**config.mk**
```make
export PLATFORM = sky130hd
export DESIGN_NAME = smbcfg_slave
export DESIGN_NICKNAME = d
export VERILOG_FILES = /design/src/rtl/smbcfg_pkg.sv /design/src/rtl/smbcfg_line_sync.sv /design/src/rtl/smbcfg_cond_detect.sv /design/src/rtl/smbcfg_byte_engine.sv /design/src/rtl/smbcfg_reg_bank.sv /design/src/rtl/smbcfg_slave.sv
export SDC_FILE = /design/constraint.sdc
export NUM_CORES = 1
export LEC_CHECK = 0
export ABC_AREA = 1
export BUFFER_PORTS_ARGS = -buffer_cell sky130_fd_sc_hd__buf_2
export CELL_PAD_IN_SITES_DETAIL_PLACEMENT = 0
export CELL_PAD_IN_SITES_GLOBAL_PLACEMENT = 1
export CORE_UTILIZATION = 40
export CTS_CLUSTER_DIAMETER = 120
export DETAILED_ROUTE_END_ITERATION = 8
export GPL_TIMING_DRIVEN = 0
export HOLD_SLACK_MARGIN = 0.06
export PLACE_DENSITY = 0.76
export SLEW_MARGIN = 30
export SYNTH_ARGS = -nofsm -noshare
export SYNTH_HDL_FRONTEND = slang
export SYNTH_SLANG_ARGS = --single-unit
```
**constraint.sdc**
```tcl
create_clock -name clk -period 2.75 [get_ports clk]
set_input_delay 0.6875 -clock clk [delete_from_list [all_inputs] [get_ports clk]]
set_output_delay 0.6875 -clock clk [all_outputs]
set_load 0.005 [all_outputs]
```
**src/rtl/smbcfg_pkg.sv**
```systemverilog
`timescale 1ns/1ps
package smbcfg_pkg;
  // Transfer phase of the byte engine
  typedef enum logic [1:0] {
    PH_IDLE  = 2'd0,
    PH_ADDR  = 2'd1,
    PH_WRITE = 2'd2,
    PH_READ  = 2'd3
  } phase_e;
endpackage

```
**src/rtl/smbcfg_line_sync.sv**
```systemverilog
`timescale 1ns/1ps
module smbcfg_line_sync #(
  parameter int STAGES = 2
) (
  input  logic clk,
  input  logic rst,
  input  logic din,
  output logic dout
);
  logic [STAGES-1:0] chain;

  always_ff @(posedge clk) begin
    if (rst) chain <= '1;
    else     chain <= {chain[STAGES-2:0], din};
  end

  assign dout = chain[STAGES-1];
endmodule

```
**src/rtl/smbcfg_cond_detect.sv**
```systemverilog
`timescale 1ns/1ps
module smbcfg_cond_detect (
  input  logic clk,
  input  logic rst,
  input  logic scl_s,
  input  logic sda_s,
  output logic scl_rise,
  output logic scl_fall,
  output logic start_det,
  output logic stop_det
);
  logic scl_q, sda_q;

  always_ff @(posedge clk) begin
    if (rst) begin
      scl_q <= 1'b1;
      sda_q <= 1'b1;
    end else begin
      scl_q <= scl_s;
      sda_q <= sda_s;
    end
  end

  assign scl_rise  = !scl_q && scl_s;
  assign scl_fall  = scl_q && !scl_s;
  assign start_det = scl_q && scl_s && sda_q && !sda_s;
  assign stop_det  = scl_q && scl_s && !sda_q && sda_s;
endmodule

```
**src/rtl/smbcfg_byte_engine.sv**
```systemverilog
`timescale 1ns/1ps
module smbcfg_byte_engine
  import smbcfg_pkg::*;
#(
  parameter int         NUM_REGS = 10,
  parameter logic [6:0] DEV_ADDR = 7'h69,
  parameter int         CNT_W    = $clog2(NUM_REGS + 1)
) (
  input  logic             clk,
  input  logic             rst,
  input  logic             scl_s,
  input  logic             sda_s,
  input  logic             scl_rise,
  input  logic             scl_fall,
  input  logic             start_det,
  input  logic             stop_det,
  input  logic [7:0]       rd_data,
  output logic [CNT_W-1:0] rd_idx,
  output logic             wr_en,
  output logic [CNT_W-1:0] wr_idx,
  output logic [7:0]       wr_data,
  output logic             sda_oe
);
  localparam int         BI_W     = $clog2(NUM_REGS + 3);
  localparam logic [BI_W-1:0] BI_LIMIT = BI_W'(NUM_REGS + 2);
  localparam logic [7:0] CNT_BYTE = 8'(NUM_REGS);
  localparam logic [CNT_W-1:0] RD_LAST = CNT_W'(NUM_REGS);

  phase_e          phase;
  logic [3:0]      bit_cnt;
  logic            in_ack;
  logic [7:0]      shreg;
  logic            is_read;
  logic            mst_nack;
  logic [BI_W-1:0] byte_idx;

  always_ff @(posedge clk) begin
    if (rst) begin
      phase    <= PH_IDLE;
      bit_cnt  <= '0;
      in_ack   <= 1'b0;
      shreg    <= '0;
      is_read  <= 1'b0;
      mst_nack <= 1'b0;
      byte_idx <= '0;
      rd_idx   <= '0;
      wr_en    <= 1'b0;
      wr_idx   <= '0;
      wr_data  <= '0;
      sda_oe   <= 1'b0;
    end else begin
      wr_en <= 1'b0;
      if (start_det) begin
        phase    <= PH_ADDR;
        bit_cnt  <= '0;
        in_ack   <= 1'b0;
        byte_idx <= '0;
        rd_idx   <= '0;
        mst_nack <= 1'b0;
        sda_oe   <= 1'b0;
      end else if (stop_det) begin
        phase   <= PH_IDLE;
        bit_cnt <= '0;
        in_ack  <= 1'b0;
        sda_oe  <= 1'b0;
      end else if (phase != PH_IDLE) begin
        if (scl_rise) begin
          if (in_ack) begin
            if (phase == PH_READ) mst_nack <= sda_s;
          end else if (bit_cnt < 4'd8) begin
            bit_cnt <= bit_cnt + 4'd1;
            if (phase != PH_READ) shreg <= {shreg[6:0], sda_s};
          end
        end else if (scl_fall) begin
          if (in_ack) begin
            // end of the acknowledge slot
            in_ack  <= 1'b0;
            bit_cnt <= '0;
            sda_oe  <= 1'b0;
            if (phase == PH_ADDR) begin
              if (is_read) begin
                phase  <= PH_READ;
                shreg  <= CNT_BYTE;
                sda_oe <= ~CNT_BYTE[7];
              end else begin
                phase <= PH_WRITE;
              end
            end else if (phase == PH_READ) begin
              if (mst_nack) begin
                phase <= PH_IDLE;
              end else begin
                shreg  <= rd_data;
                sda_oe <= ~rd_data[7];
                if (rd_idx < RD_LAST) rd_idx <= rd_idx + CNT_W'(1);
              end
            end
          end else if (bit_cnt == 4'd8) begin
            // start of the acknowledge slot
            in_ack <= 1'b1;
            case (phase)
              PH_ADDR: begin
                if (shreg[7:1] == DEV_ADDR) begin
                  sda_oe  <= 1'b1;
                  is_read <= shreg[0];
                end else begin
                  phase <= PH_IDLE;
                end
              end
              PH_WRITE: begin
                if (byte_idx < BI_LIMIT) begin
                  sda_oe   <= 1'b1;
                  byte_idx <= byte_idx + BI_W'(1);
                  if (byte_idx >= BI_W'(2)) begin
                    wr_en   <= 1'b1;
                    wr_idx  <= CNT_W'(byte_idx - BI_W'(2));
                    wr_data <= shreg;
                  end
                end else begin
                  phase <= PH_IDLE;
                end
              end
              default: sda_oe <= 1'b0;
            endcase
          end else if (phase == PH_READ) begin
            shreg  <= {shreg[6:0], 1'b1};
            sda_oe <= ~shreg[6];
          end
        end
      end
    end
  end


  oe_scl_low_chk: assert property (@(posedge clk) disable iff (rst)
    (!$stable(sda_oe)) |-> !scl_s);


  write_range_chk: assert property (@(posedge clk) disable iff (rst)
    wr_en |-> (wr_idx < CNT_W'(NUM_REGS)));


  idle_quiet_chk: assert property (@(posedge clk) disable iff (rst)
    sda_oe |-> (phase != PH_IDLE));


  start_restart_chk: assert property (@(posedge clk) disable iff (rst)
    start_det |=> (phase == PH_ADDR && bit_cnt == 4'd0 && !sda_oe));


  nack_release_chk: assert property (@(posedge clk) disable iff (rst)
    (phase == PH_READ && in_ack && mst_nack && scl_fall && !start_det && !stop_det)
      |=> (phase == PH_IDLE && !sda_oe));
endmodule

```
**src/rtl/smbcfg_reg_bank.sv**
```systemverilog
`timescale 1ns/1ps
module smbcfg_reg_bank #(
  parameter int NUM_REGS = 10,
  parameter int CNT_W    = $clog2(NUM_REGS + 1)
) (
  input  logic                  clk,
  input  logic                  rst,
  input  logic                  wr_en,
  input  logic [CNT_W-1:0]      wr_idx,
  input  logic [7:0]            wr_data,
  input  logic [CNT_W-1:0]      rd_idx,
  output logic [7:0]            rd_data,
  output logic [NUM_REGS*8-1:0] cfg_flat
);
  logic [7:0] regs [NUM_REGS];

  always_ff @(posedge clk) begin
    if (rst) begin
      for (int i = 0; i < NUM_REGS; i++) regs[i] <= 8'hFF;
    end else if (wr_en && (wr_idx < CNT_W'(NUM_REGS))) begin
      regs[wr_idx] <= wr_data;
    end
  end

  assign rd_data = (rd_idx < CNT_W'(NUM_REGS)) ? regs[rd_idx] : 8'hFF;

  for (genvar k = 0; k < NUM_REGS; k++) begin : g_flat
    assign cfg_flat[8*k +: 8] = regs[k];
  end


  reset_ones_chk: assert property (@(posedge clk) rst |=> (&cfg_flat));
endmodule

```
**src/rtl/smbcfg_slave.sv**
```systemverilog
`timescale 1ns/1ps
module smbcfg_slave #(
  parameter int         NUM_REGS    = 10,
  parameter logic [6:0] DEV_ADDR    = 7'h69,
  parameter int         SYNC_STAGES = 2
) (
  input  logic                  clk,
  input  logic                  rst,
  input  logic                  scl_i,
  input  logic                  sda_i,
  output logic                  sda_out,
  output logic                  sda_oe,
  output logic [NUM_REGS*8-1:0] cfg_en
);
  localparam int CNT_W = $clog2(NUM_REGS + 1);

  logic [1:0] line_raw, line_s;
  logic scl_rise, scl_fall, start_det, stop_det;
  logic [7:0] rd_data, wr_data;
  logic [CNT_W-1:0] rd_idx, wr_idx;
  logic wr_en;

  assign line_raw = {scl_i, sda_i};

  for (genvar g = 0; g < 2; g++) begin : g_sync
    smbcfg_line_sync #(.STAGES(SYNC_STAGES)) u_sync (
      .clk(clk), .rst(rst), .din(line_raw[g]), .dout(line_s[g])
    );
  end

  smbcfg_cond_detect u_cond (
    .clk(clk), .rst(rst), .scl_s(line_s[1]), .sda_s(line_s[0]),
    .scl_rise(scl_rise), .scl_fall(scl_fall),
    .start_det(start_det), .stop_det(stop_det)
  );

  smbcfg_byte_engine #(.NUM_REGS(NUM_REGS), .DEV_ADDR(DEV_ADDR), .CNT_W(CNT_W)) u_eng (
    .clk(clk), .rst(rst), .scl_s(line_s[1]), .sda_s(line_s[0]),
    .scl_rise(scl_rise), .scl_fall(scl_fall),
    .start_det(start_det), .stop_det(stop_det),
    .rd_data(rd_data), .rd_idx(rd_idx),
    .wr_en(wr_en), .wr_idx(wr_idx), .wr_data(wr_data),
    .sda_oe(sda_oe)
  );

  smbcfg_reg_bank #(.NUM_REGS(NUM_REGS), .CNT_W(CNT_W)) u_bank (
    .clk(clk), .rst(rst), .wr_en(wr_en), .wr_idx(wr_idx), .wr_data(wr_data),
    .rd_idx(rd_idx), .rd_data(rd_data), .cfg_flat(cfg_en)
  );

  assign sda_out = 1'b0;


  drive_low_only_chk: assert property (@(posedge clk) disable iff (rst)
    sda_oe |-> (sda_out == 1'b0));
endmodule

```
# After elaboration in Yosys (flattened, before gate mapping)
# Memories as Yosys holds them, arrays and structs flattened. A register that Yosys moved wholly into a read port is not among the register bits.
# Cells that the tools add are included.
# Widths: inputs -> output; s select.
[totals] memories=1 register_bits=45 ram_bits=80 output_inout_bits=82 wordCells=156 in_bits=4
[op_classes] n_eq_ne=23 add_sub_neg=4 bitwise_logic=13 reduce_logical=38 order_cmp=5 muxes=55
[mem_list] name="u_bank.regs" words=10 width=8 read_ports=11 rd_ports_with_merged_regs=1 wr=10 line_no="smbcfg_reg_bank.sv:15" source="logic [7:0] regs [NUM_REGS];"
[ops] cell="$mux 8" n=14
[ops] cell="$reduce_and 9->1" n=4
[ops] cell="$mux 4" n=8
[ops] cell="$mux 1" n=24
[ops] cell="$lt 4x4->1 const B" n=4
[ops] cell="$reduce_bool 3->1" n=5
[ops] cell="$mux 2" n=7
[ops] cell="$not 1->1" n=13
[ops] cell="$add 4x1->4 const B" n=3
[ops] cell="$ne 3x3->1 const B" n=4
[ops] cell="$reduce_and 12->1" n=1
[ops] cell="$ne 5x4->1 const B" n=2
[ops] cell="$ne 5x5->1 const B" n=2
[ops] cell="$reduce_and 10->1" n=1
[ops] cell="$reduce_and 5->1" n=2
[ops] cell="$reduce_or 10->1" n=1
[ops] cell="$ne 3x2->1 const B" n=3
[ops] cell="$logic_and 1x1->1" n=8
[ops] cell="$ne 4x3->1 const B" n=2
[ops] cell="$reduce_and 8->1" n=1
[ops] cell="$reduce_bool 2->1" n=4
[ops] cell="$reduce_or 8->1" n=1
[ops] cell="$eq 7x7->1 const B" n=1
[ops] cell="$reduce_and 6->1" n=1
[ops] cell="16 further kinds" n=22

# Logic depth before layout (Yosys ltp)
[depth] depth_word=10 mapped_depth=12 mapped_depth_nobuf=11

# Hierarchy
# A second synthesis with hierarchy kept.
[hier_totals] hier_cells=741 hier_area_um2=6317.3
[by_module_without_submodules] mod="smbcfg_reg_bank" seq_area_each_um2=2402.3 n_inst=1 area_per_inst_um2=3854.9 cells_per_inst=393
[by_module_without_submodules] mod="smbcfg_byte_engine" seq_area_each_um2=780.7 n_inst=1 area_per_inst_um2=2240.9 cells_per_inst=316
[by_module_without_submodules] mod="smbcfg_line_sync" seq_area_each_um2=40.0 n_inst=2 area_per_inst_um2=58.8 cells_per_inst=7
[by_module_without_submodules] mod="smbcfg_cond_detect" seq_area_each_um2=40.0 n_inst=1 area_per_inst_um2=92.6 cells_per_inst=16
[by_module_without_submodules] mod="smbcfg_slave" seq_area_each_um2=0.0 n_inst=1 area_per_inst_um2=11.3 cells_per_inst=2

# Least setup slack after synthesis
# Ideal clock, no wire load.
[synth_timing] path_type="input to register" start="in rst" end="mem u_bank.regs[9][0] (enable)" required_ns=2.364 arrival_ns=1.882 path_buffers=2 setup_time_ns=0.386 cell_stages=4 path_slack_ns=0.481 cell_sequence="clkbuf_1 -> inv_1 -> clkbuf_4 -> a211oi_1"
[synth_rtl] item="from (decl)" line_no="smbcfg_slave.sv:8" source="input logic rst,"
[synth_rtl] item="to (decl)" line_no="smbcfg_reg_bank.sv:15"

==> summary.md <==
| Metric | Value |
|---|---|
| Fmax | 412 MHz |
| Final slew viol count | 0 |
| Area contributors post-synth | edfxtp_1 46%, dfxtp_1 12%, nand2_1 11% |
| Initial antenna violation count | 0 |
| Syn_area_per_cell | 9.33 um2 |
| Measured slew at the worst slew-check pin | 0.930 ns |
| Cells after synthesis | 891 |
| First-pass GRT wire length | 35500 um |
| Tmin final | 2.43 ns |
| Root buffer cell | clkbuf_16 |
| Sequential fraction of the synthesis area | 58.0% |
| Post-synth ARST share | 0% |
| GPL Wtd Cong | 0.894 |
| Most used flip-flop cell after synthesis | edfxtp_1 |
| VDD IR max | 492 uV |
| Largest net degree at the start of global routing | 19 |
| Clock Pin Slew Worst Setup and Hold Paths | 0.07 ns |
| Vias | 6460 |
| Type of element launching the critical path | flip-flop |
| Die footprint | 21400 um2 |
| Grt ovf | 0 |
| Design Area, Final | 9870 um2 |
| Total CTS buffers | 17 |
| Post-route setup slack | 0.320 ns |
| Delay of the slowest cell on the worst path | 0.73 ns |
| Ratio of cells with drive above 1 in the final layout | 18.8% |
| H-tree levels | 4 |
| Die Y | 146 um |
| DR vias/cell | 4.88 |
| Max Cap Viol | 0 |
| Post-Syn Area | 8310 um2 |
| Hold crit path type | flip-flop to flip-flop |
| Slew HR | 37.6% |
| Final Hold Fails | 0 |
| Area Overhead vs Synth | 18.7% |
| Final wirelength | 23100 um |
| DRC | 0 |
| Routed WL per cell | 17.5 um |
| Critical-path cell list | o21ai_1, nand2_1, nor2_2, inv_2, nor2_2, inv_2, nor2_4, inv_4, o21ai_1 |
| Slowest-stage cell, CP | o21ai_1 |
| Final setup viols | 0 |
| Worst EP arrival | 2.49 ns |
| Yosys warning total | 0 |
| R2R cell count | 9 |
| Area leader, netlist | edfxtp_1 |
| Hold buffer count at CTS | 0 |
| Placed Area | 9270 um2 |
| Clk sinks | 177 |
| Clock insertion delay at the later pin of the skew report | 0.44 ns |
| Hold path depth | 1 |
| Port Buf Inserts | 84 |
| Pre-CTS setup slack | -0.00993 ns |
| Rows | 52 |
| TritonCTS clock tree | built |
| Diodes inserted | 0 |
| DRT Pass-1 Iters | 5 |
| Synth Register Bits | 177 |
| Type of the worst setup path | flip-flop to flip-flop |
| PnR Total Power | 5.60 mW |
| Critical path fanouts, max | 8 |
| Die width | 146 um |
| Worst EP required | 2.81 ns |
| Clock Path Buffers | 2 |
| Status | finished clean |
| DPL Wire Length | 16900 um |
| Setup Skew | 0.0116 ns |
| Vias in the first global route | 6207 |
| DR iter-0 viols | 441 |
| Post-synth top area share | 46.2% |
| GRT Overall Usage | 22.4% |
| Routed Antenna Nets | 0 |
| Period utilization | 88.4% |
| Setup bufs post-CTS | 0 |
| Initial Utilization | 41.0% |
| Post-synth EDFFs | 128 |
| Core area | 20300 um2 |
| Post-layout net count | 1065 |
| Critical Path End Type | flip-flop |
| Unique cell type count in the Yosys netlist | 47 |
| Power Dens Cells | 568 nW/um2 |
| RSZ-0062 raised after global routing | false |
| Leak Pwr | 3.85 nW |
| CTS resizes | 0 |
| I/O pins | 86 |
worst max-delay path, delay by kind of cell (launching register included):
kind	cells	cell delay, ns
and+or+nand+nor	4	0.62
DFF	1	0.35
AOI/OAI and AO/OA	2	0.85
buffers and inverters	3	0.23
cell usage after synthesis (3+ instances only):
| master | instances |
|---|---|
| nor2_2 | 11 |
| nand4_1 | 4 |
| inv_2 | 13 |
| edfxtp_1 | 128 |
| nor2_4 | 7 |
| o21ai_1 | 6 |
| o211ai_1 | 9 |
| buf_2 | 13 |
| o31ai_1 | 5 |
| nor2_1 | 65 |
| ha_1 | 18 |
| buf_6 | 4 |
| inv_1 | 84 |
| nor3_1 | 7 |
| or2_2 | 4 |
| o21ai_0 | 41 |
| nand2_2 | 3 |
| nand2_1 | 248 |
| a21oi_2 | 3 |
| a21oi_1 | 51 |
| a211oi_1 | 5 |
| buf_4 | 6 |
| clkbuf_1 | 10 |
| dfxtp_1 | 49 |
| nand3_1 | 68 |
layout make-up:
class | count | area (um2)
Buffer | 34 | 200
Clock buffer | 17 | 425
Clock inverter | 14 | 170
Fill cell | 1970 | 10400
Inverter | 99 | 375
Multi-Input combinational cell | 629 | 3110
Sequential cell | 177 | 4820
Tap cell | 270 | 338
Timing Repair Buffer | 85 | 428
per-stage QoR:
step	hold WS, ns	utilization, %	cells	setup TNS, ns
6_report	0.419	48.6	1325	0
5_1_grt	0.421	48.6	1325	0
4_1_cts	0.416	48.6	1325	0
3_5_place_dp	0.403	45.7	1294	-0.0754
3_3_place_gp	0.392	45.6	1293	-9.20
2_1_floorplan	0.389	-	939	0
layer usage:
layer / vias to the layer above / GRT usage, % / part of all wire, %
li1: 3216 / - / -
met1: 3015 / 28.5 / 43
met2: 206 / 38.6 / 50
met3: 23 / 3.38 / 5.4
met4: 0 / 8.02 / 2.3
met5: - / 0 / 0
cell families after synthesis:
logic type / after synthesis / share of synthesized area [%]
buffers and inverters: 133 / 6.92
and+or+nand+nor: 434 / 23.6
xor gates and xnor gates: 2 / 0.211
AOI/OAI and AO/OA: 126 / 8.49
other: 1 / 0.0451
DFF: 177 / 58.0
adders and majority gates: 18 / 2.71
where the power goes:
| group | total, mW | leakage [nW] | internal (mW) | switching [mW] |
|---|---|---|---|---|
| clock | 2.45 | 0.289 | 1.30 | 1.15 |
| combinational | 0.213 | 2.06 | 0.0689 | 0.144 |
| sequential | 2.94 | 1.50 | 2.91 | 0.0319 |
| total | 5.60 | 3.85 | 4.27 | 1.33 |
cells in the final DEF (no fill, tap or decap), types with 7 or more instances in the layout:
master and n:
nand2_1 248, dfxtp_1 49, nor2_1 65, edfxtp_1 128
inv_2 13, clkbuf_16 17, nor2_2 11, buf_4 7
nor3_1 7, o211ai_1 9, a21oi_1 51, nor2_4 7
o21ai_0 38, buf_2 97, inv_1 84, nand3_1 68
clkbuf_1 10, ha_1 18, conb_1 49, o21ai_1 8
state kept, by name, indices dropped and copies added (netlist names), named ones only:
signal / flops
u_eng.sda_oe: 1
u_eng.mst_nack: 1
g_sync.u_sync.chain: 4
u_eng.byte_idx: 4
u_eng.phase: 2
u_eng.in_ack: 1
u_eng.bit_cnt: 4
u_cond.scl_q: 1
u_eng.shreg: 8
u_eng.rd_idx: 4
u_eng.is_read: 1
u_cond.sda_q: 1
u_bank.regs: 128
u_eng.wr_en: 1
u_eng.wr_idx: 4
u_eng.wr_data: 8
worst paths after layout:
path / slack (ns) / end / startpoint
worst max register to register: 0.32 / u_bank.regs[0][1]$_SDFFCE_PN1P_ / u_eng.wr_idx[2]$_SDFFE_PP0P_
worst max-delay path: 0.32 / u_bank.regs[0][1]$_SDFFCE_PN1P_ / u_eng.wr_idx[2]$_SDFFE_PP0P_
worst min register to register: 0.42 / g_sync[0].u_sync.chain[1]$_SDFF_PP1_ / g_sync[0].u_sync.chain[0]$_SDFF_PP1_
worst min-delay path: 0.42 / g_sync[0].u_sync.chain[1]$_SDFF_PP1_ / g_sync[0].u_sync.chain[0]$_SDFF_PP1_
Power figures use the tool's default switching activity.
